--- config.mk ---
export PLATFORM = sky130hd
export DESIGN_NAME = mdio_mgmt_master
export DESIGN_NICKNAME = d
export VERILOG_FILES = /design/src/rtl/mdio_mgmt_pkg.sv /design/src/rtl/mdio_clk_gen.sv /design/src/rtl/mdio_ctrl_fsm.sv /design/src/rtl/mdio_frame_path.sv /design/src/rtl/mdio_mgmt_master.sv
export SDC_FILE = /design/constraint.sdc
export NUM_CORES = 1
export LEC_CHECK = 0
export ABC_CLOCK_PERIOD_IN_PS = 7150
export BUFFER_PORTS_ARGS = -buffer_cell sky130_fd_sc_hd__buf_2
export CAP_MARGIN = 20
export CORE_MARGIN = 2
export CORE_UTILIZATION = 40
export DETAILED_ROUTE_END_ITERATION = 10
export GPL_ROUTABILITY_DRIVEN = 0
export GPL_TIMING_DRIVEN = 0
export PLACE_DENSITY = 0.63
export SLEW_MARGIN = 20
export SYNTH_ARGS = -nofsm -noshare
export SYNTH_HDL_FRONTEND = slang
export SYNTH_SLANG_ARGS = --single-unit
--- constraint.sdc ---
create_clock -name clk -period 7.15 [get_ports clk]
set_input_delay 0.715 -clock clk [delete_from_list [all_inputs] [get_ports clk]]
set_output_delay 0.715 -clock clk [all_outputs]
set_load 0.01 [all_outputs]
--- src/rtl/mdio_mgmt_pkg.sv ---
package mdio_mgmt_pkg;
    typedef enum logic [1:0] {
        ST_IDLE     = 2'd0,
        ST_PREAMBLE = 2'd1,
        ST_FRAME    = 2'd2
    } mdio_state_e;

    localparam int          PRE_BITS   = 32;
    localparam int          FRAME_BITS = 32;
    localparam int          CNT_W      = 5;
    // frame position (0 = command bit 31) of the first turnaround bit
    localparam int          TA_POS     = 14;
    // frame position of read data bit 15
    localparam int          DATA_POS   = 16;
    localparam logic [1:0]  OP_READ    = 2'b10;

    localparam logic [1:0]  ADDR_CMD   = 2'd0;
    localparam logic [1:0]  ADDR_SPEED = 2'd1;
    localparam logic [1:0]  ADDR_EVENT = 2'd2;
endpackage

--- src/rtl/mdio_clk_gen.sv ---
module mdio_clk_gen #(
    parameter int SPD_W = 8
) (
    input  logic             clk,
    input  logic             rst_n,
    input  logic             run,
    input  logic [SPD_W-1:0] half,
    output logic             mdc,
    output logic             rise_p,
    output logic             fall_p
);
    logic [SPD_W-1:0] cnt_q;
    logic             wrap;

    assign wrap   = run && (cnt_q == half - SPD_W'(1));
    assign rise_p = wrap && !mdc;
    assign fall_p = wrap &&  mdc;

    always_ff @(posedge clk) begin
        if (!rst_n) begin
            cnt_q <= '0;
            mdc   <= 1'b0;
        end else if (!run) begin
            cnt_q <= '0;
            mdc   <= 1'b0;
        end else if (wrap) begin
            cnt_q <= '0;
            mdc   <= ~mdc;
        end else begin
            cnt_q <= cnt_q + SPD_W'(1);
        end
    end
endmodule

--- src/rtl/mdio_ctrl_fsm.sv ---
module mdio_ctrl_fsm
    import mdio_mgmt_pkg::*;
(
    input  logic             clk,
    input  logic             rst_n,
    input  logic             start,
    input  logic             fall_p,
    output logic             busy,
    output logic             run,
    output logic             load_first,
    output logic             shift_en,
    output logic             finish,
    output logic             in_data,
    output logic [CNT_W-1:0] bit_idx
);
    mdio_state_e      state_q, state_d;
    logic [CNT_W-1:0] bit_q, bit_d;
    logic             last_bit;

    assign last_bit = (bit_q == CNT_W'(FRAME_BITS - 1));
    assign bit_idx  = bit_q;

    // state register
    always_ff @(posedge clk) begin
        if (!rst_n) begin
            state_q <= ST_IDLE;
            bit_q   <= '0;
        end else begin
            state_q <= state_d;
            bit_q   <= bit_d;
        end
    end

    // next state
    always_comb begin
        state_d = state_q;
        bit_d   = bit_q;
        unique case (state_q)
            ST_IDLE: begin
                if (start) begin
                    state_d = ST_PREAMBLE;
                    bit_d   = '0;
                end
            end
            ST_PREAMBLE: begin
                if (fall_p) begin
                    if (bit_q == CNT_W'(PRE_BITS - 1)) begin
                        state_d = ST_FRAME;
                        bit_d   = '0;
                    end else begin
                        bit_d = bit_q + CNT_W'(1);
                    end
                end
            end
            ST_FRAME: begin
                if (fall_p) begin
                    if (last_bit) begin
                        state_d = ST_IDLE;
                        bit_d   = '0;
                    end else begin
                        bit_d = bit_q + CNT_W'(1);
                    end
                end
            end
            default: begin
                state_d = ST_IDLE;
                bit_d   = '0;
            end
        endcase
    end

    // outputs
    always_comb begin
        busy       = 1'b0;
        run        = 1'b0;
        load_first = 1'b0;
        shift_en   = 1'b0;
        finish     = 1'b0;
        in_data    = 1'b0;
        unique case (state_q)
            ST_IDLE: begin
            end
            ST_PREAMBLE: begin
                busy       = 1'b1;
                run        = 1'b1;
                load_first = fall_p && (bit_q == CNT_W'(PRE_BITS - 1));
            end
            ST_FRAME: begin
                busy     = 1'b1;
                run      = 1'b1;
                shift_en = fall_p && !last_bit;
                finish   = fall_p && last_bit;
                in_data  = (bit_q >= CNT_W'(DATA_POS));
            end
            default: begin
            end
        endcase
    end
endmodule

--- src/rtl/mdio_frame_path.sv ---
module mdio_frame_path
    import mdio_mgmt_pkg::*;
(
    input  logic             clk,
    input  logic             rst_n,
    input  logic             cmd_wr,
    input  logic [31:0]      wdata,
    input  logic             start,
    input  logic             load_first,
    input  logic             shift_en,
    input  logic             finish,
    input  logic             in_data,
    input  logic [CNT_W-1:0] bit_idx,
    input  logic             rise_p,
    input  logic             mdio_i,
    output logic [31:0]      data_q,
    output logic             mdio_o,
    output logic             mdio_oe
);
    logic [31:0] sreg_q;
    logic [15:0] rx_q;
    logic        is_read;
    logic [CNT_W:0] nxt_pos;

    assign is_read = (data_q[29:28] == OP_READ);
    assign nxt_pos = {1'b0, bit_idx} + (CNT_W+1)'(1);

    // command/data word
    always_ff @(posedge clk) begin
        if (!rst_n) begin
            data_q <= '0;
        end else if (cmd_wr) begin
            data_q <= wdata;
        end else if (finish && is_read) begin
            data_q[15:0] <= rx_q;
        end
    end

    // outgoing shift register
    always_ff @(posedge clk) begin
        if (!rst_n) begin
            sreg_q <= '0;
        end else if (start) begin
            sreg_q <= wdata;
        end else if (shift_en) begin
            sreg_q <= {sreg_q[30:0], 1'b0};
        end
    end

    // line drivers, updated only at falling MDC edges or frame start
    always_ff @(posedge clk) begin
        if (!rst_n) begin
            mdio_o  <= 1'b1;
            mdio_oe <= 1'b0;
        end else if (start) begin
            mdio_o  <= 1'b1;
            mdio_oe <= 1'b1;
        end else if (load_first) begin
            mdio_o  <= sreg_q[31];
            mdio_oe <= 1'b1;
        end else if (shift_en) begin
            mdio_o  <= sreg_q[30];
            mdio_oe <= !(is_read && (nxt_pos >= (CNT_W+1)'(TA_POS)));
        end else if (finish) begin
            mdio_o  <= 1'b1;
            mdio_oe <= 1'b0;
        end
    end

    // read capture on rising MDC
    always_ff @(posedge clk) begin
        if (!rst_n) begin
            rx_q <= '0;
        end else if (rise_p && in_data && is_read) begin
            rx_q <= {rx_q[14:0], mdio_i};
        end
    end
endmodule

--- src/rtl/mdio_mgmt_master.sv ---
module mdio_mgmt_master
    import mdio_mgmt_pkg::*;
#(
    parameter int CLK_HZ     = 50_000_000,
    parameter int MDC_MAX_HZ = 2_500_000,
    parameter int SPD_W      = 8
) (
    input  logic        clk,
    input  logic        rst_n,
    input  logic        wr_en,
    input  logic [1:0]  wr_addr,
    input  logic [31:0] wr_data,
    output logic [31:0] rd_data,
    output logic        mii_done,
    output logic        mdc,
    output logic        mdio_o,
    output logic        mdio_oe,
    input  logic        mdio_i
);
    localparam int MIN_HALF = (CLK_HZ + 2*MDC_MAX_HZ - 1) / (2*MDC_MAX_HZ);
    localparam logic [SPD_W-1:0] MIN_HALF_V = SPD_W'(MIN_HALF);

    logic [SPD_W-1:0] spd_q, half_q, half_eff;
    logic             busy, run, load_first, shift_en, finish, in_data;
    logic             rise_p, fall_p, cmd_wr, start;
    logic [CNT_W-1:0] bit_idx;

    assign cmd_wr   = wr_en && (wr_addr == ADDR_CMD) && !busy;
    assign start    = cmd_wr && (spd_q != '0);
    assign half_eff = (spd_q < MIN_HALF_V) ? MIN_HALF_V : spd_q;

    always_ff @(posedge clk) begin
        if (!rst_n) begin
            spd_q  <= '0;
            half_q <= MIN_HALF_V;
        end else begin
            if (wr_en && (wr_addr == ADDR_SPEED)) spd_q <= wr_data[SPD_W-1:0];
            if (start) half_q <= half_eff;
        end
    end

    always_ff @(posedge clk) begin
        if (!rst_n) begin
            mii_done <= 1'b0;
        end else if (finish) begin
            mii_done <= 1'b1;
        end else if (wr_en && (wr_addr == ADDR_EVENT) && wr_data[0]) begin
            mii_done <= 1'b0;
        end
    end

    mdio_clk_gen #(.SPD_W(SPD_W)) u_clk (
        .clk    (clk),
        .rst_n  (rst_n),
        .run    (run),
        .half   (half_q),
        .mdc    (mdc),
        .rise_p (rise_p),
        .fall_p (fall_p)
    );

    mdio_ctrl_fsm u_fsm (
        .clk        (clk),
        .rst_n      (rst_n),
        .start      (start),
        .fall_p     (fall_p),
        .busy       (busy),
        .run        (run),
        .load_first (load_first),
        .shift_en   (shift_en),
        .finish     (finish),
        .in_data    (in_data),
        .bit_idx    (bit_idx)
    );

    mdio_frame_path u_path (
        .clk        (clk),
        .rst_n      (rst_n),
        .cmd_wr     (cmd_wr),
        .wdata      (wr_data),
        .start      (start),
        .load_first (load_first),
        .shift_en   (shift_en),
        .finish     (finish),
        .in_data    (in_data),
        .bit_idx    (bit_idx),
        .rise_p     (rise_p),
        .mdio_i     (mdio_i),
        .data_q     (rd_data),
        .mdio_o     (mdio_o),
        .mdio_oe    (mdio_oe)
    );
endmodule

==> qor.txt <==
Status: finished clean
I/O Pins: 74
Levels on crit path: 11
Hold_ws: 455.5 ps
P_sw: 0.0004017 W
CTS tree: done
H-tree depth: 4
FMAX: 323.4 MHz
Synth area leaders: dfxtp_1, mux2i_1, nand2_1
Switch share: 24.03%
Initial core utilization: 40.57%
Core Region: 12470 um2
Cts bufs inserted: 17
First-pass GRT wire length: 20.13 mm
Worst slew margin: 43.65%
Syn avg cell area: 8.919 um2
Cells after Synth: 567
Largest net degree at the start of global routing: 17
Clock share of power: 51.3%
PwrDens: 267.4 nW/um2
# setup viols final: 0
Hold path depth: 2
Drt first pass iters: 4
Buffers & Inverters on Critical Path: 5
Clk_skew: 12.40 ps
Top-count cell post-synth: dfxtp_1
Yosys Warn Count: 0
Clock root buffer master: clkbuf_16
HP Class: flop to flop
CP Max Fanout: 10
Post-synth top area cell: dfxtp_1
R2R cell count: 11
CP required: 7460 ps
Synthesis-to-layout area growth: 23.60%
Tmin final: 3092 ps
Crit-path slowest cell: or4b_1
Most frequent cells after synthesis: dfxtp_1, nand2_1, mux2i_1
Setup WS post-layout: 4058 ps
Lkg Pwr: 2.892 nW
HP Start: u_path.data_q[16]
Async set or reset register ratio after synthesis: 0%
Antenna violations before repair: 0
Postcts setup bufs: 0
Number of max-cap violations: 0
Vias per cell: 5.128
Layout Utilization: 50.15%
Share of cells above drive strength 1: 18.28%
Max Root-Sink Buffers: 2
Share of the yosys chip area belonging to registers: 45.52%
Pre-CTS setup slack: 4101 ps
Crit path largest cell delay: 530 ps
Reg-to-reg slack, setup: 4060 ps
Worst reg2reg path endpoint: u_fsm.bit_idx[3]
Die Span Y: 116.4 um
Pint: 0.001270 W
Crit share post-route: 43.24%
Main flop type after synthesis: dfxtp_1
Sequential share of power: 40.8%
Die area: 13560 um2
Setup crit end kind: flop
Worst Hold Path EP: u_path.data_q[16]
CTS sink count: 115
Post-CTS resize count: 0
Post-Route WL: 12.43 mm
Synth Register Bits: 115
Skew-Pair Late Insertion Delay: 420 ps
Clock slew at reported path FFs: 50 ps
Slew Viols, Final: 0
Final Net Count: 707
Die Width: 116.4 um
GR Util All Layers: 19.31%
Post-synth EDFFs: 0
Final hold violation count: 0
Filler cell count: 1199
Routed Antenna Nets: 0
CP delay by family, top: buffers and inverters
Worst slew pin tran: 837.5 ps
Vias in the first global route: 4146
Routed via count: 4333
Yosys cell types: 53
HPWL Detailed: 9.110 mm
Startpoint types: flop
Drt drc: 0
Peak supply drop: 0.1339 mV
Drt first-iter violations: 186
Post-Route Setup TNS: 0 ps
Overflow after GRT: 0
WP data arrival: 3400 ps
Combinational power share: 7.9%
Storage cell area: 2302 um2
RSZ-0062 raised after global routing: no
Average wire per standard cell: 14.71 um
Multi-input gate area: 2577 um2
Crit path cell chain: inv_1 -> ha_1 -> buf_2 -> or4b_1 -> clkbuf_1 -> a21o_1 -> buf_2 -> and2_1 -> clkbuf_1 -> a21o_1 -> a32o_1
Mapped Area: 5057 um2
Diodes inserted: 0
Hold buffers post-CTS: 0
Row count: 41
R2r startpoint: u_fsm.state_q[0]
Area share of the largest cell type after synthesis: 45.52%
CP Class: flop to flop
Mapped Nets: 614
Port bufs: 73
area by class of cell:
| class | instances | area share [%] |
|---|---|---|
| Buffer | 32 | 2.282 |
| Clock buffer | 19 | 7.086 |
| Clock inverter | 13 | 2.542 |
| Inverter | 11 | 0.6605 |
| Multi-Input combinational cell | 409 | 41.23 |
| Sequential cell | 115 | 36.83 |
| Tap cell | 172 | 3.443 |
| Timing Repair Buffer | 74 | 5.925 |
power by group through the flow:
stage | Clock, W | Combinational, W | Sequential, W
after floorplan | 0 | 0.0000708 | 0.000699
after global placement | 0 | 0.000128 | 0.000694
after detailed placement | 0 | 0.000131 | 0.000695
after CTS | 0.000870 | 0.000132 | 0.000682
after global routing | 0.000905 | 0.000147 | 0.000685
final | 0.000858 | 0.000132 | 0.000682
worst register-to-register path: stages (launching register included):
cell and delay (ps):
dfxtp_1 380, inv_1 100, ha_1 290, buf_2 170
or4b_1 530, clkbuf_1 210, a21o_1 200, buf_2 190
and2_1 220, clkbuf_1 240, a21o_1 220, a32o_1 240
worst max-delay path by stage:
stage,end,startpoint
3_3_place_gp,u_path.data_q[29],u_fsm.state_q[0]
4_1_cts,u_fsm.bit_idx[3],u_fsm.state_q[0]
3_5_place_dp,u_fsm.bit_idx[3],u_fsm.state_q[0]
6_report,u_fsm.bit_idx[3],u_fsm.state_q[0]
5_1_grt,u_fsm.bit_idx[2],u_fsm.state_q[0]
2_1_floorplan,u_fsm.state_q[1],u_fsm.state_q[0]
per-layer routing:
layer  part of all wire (%)  vias up  track usage, %  routed length, um
li1                       -     2173               -                  -
met1                     44     2036           23.27               5515
met2                     50      110           32.87               6190
met3                    4.7       14           4.826                588
met4                    1.1        0           8.095                139
met5                      0        -               0                  0
cells by family (layout without fill, tap and decap cells):
logic type | count (synthesis) | after routing | synth area share, %
buffers and inverters | 43 | 149 | 3.637
DFF | 115 | 115 | 45.52
and+or+nand+nor | 184 | 184 | 16.92
adders and majority gates | 9 | 9 | 2.227
muxes | 72 | 72 | 14.25
xor gates and xnor gates | 16 | 16 | 2.771
AOI/OAI and AO/OA | 128 | 128 | 14.67
through the flow:
step	total power [W]	instances	instance area [um2]
after floorplan	0.0007703	567	5057
after global placement	0.0008219	812	5638
after detailed placement	0.0008262	813	5649
after CTS	0.001684	845	6251
after global routing	0.001736	845	6251
final	0.001672	845	6251
placed cells by master (no fill, tap or decap), types with 2 or more instances in the layout:
| cell type | instances |
|---|---|
| dfxtp_1 | 115 |
| nand2_1 | 84 |
| buf_2 | 77 |
| mux2i_1 | 72 |
| a21oi_1 | 45 |
| nor2_1 | 44 |
| o21ai_1 | 29 |
| o21ai_0 | 26 |
| clkbuf_1 | 24 |
| clkbuf_16 | 17 |
| nand3_1 | 14 |
| inv_1 | 10 |
| xor2_1 | 10 |
| ha_1 | 9 |
| xnor2_1 | 6 |
| and3_1 | 5 |
| nand2b_1 | 5 |
| and2_1 | 5 |
| buf_4 | 5 |
| nor4_1 | 5 |
| nor3_1 | 4 |
| a31oi_1 | 4 |
| o211ai_1 | 4 |
| clkinv_2 | 4 |
| nand3b_1 | 3 |
| or4_1 | 3 |
| bufinv_16 | 3 |
| clkinvlp_4 | 3 |
| o31ai_1 | 2 |
| nand4b_1 | 2 |
| or4b_1 | 2 |
| a21o_1 | 2 |
| nand4_1 | 2 |
| clkinv_4 | 2 |
flip-flops by register name, indices dropped and copies added (netlist names):
register / count
half_q: 8
mii_done: 1
spd_q: 8
u_clk.cnt_q: 8
u_clk.mdc: 1
u_fsm.bit_idx: 5
u_fsm.state_q: 2
u_path.data_q: 32
u_path.mdio_o: 1
u_path.mdio_oe: 1
u_path.rx_q: 16
u_path.sreg_q: 32
Power figures use the tool's default switching activity.
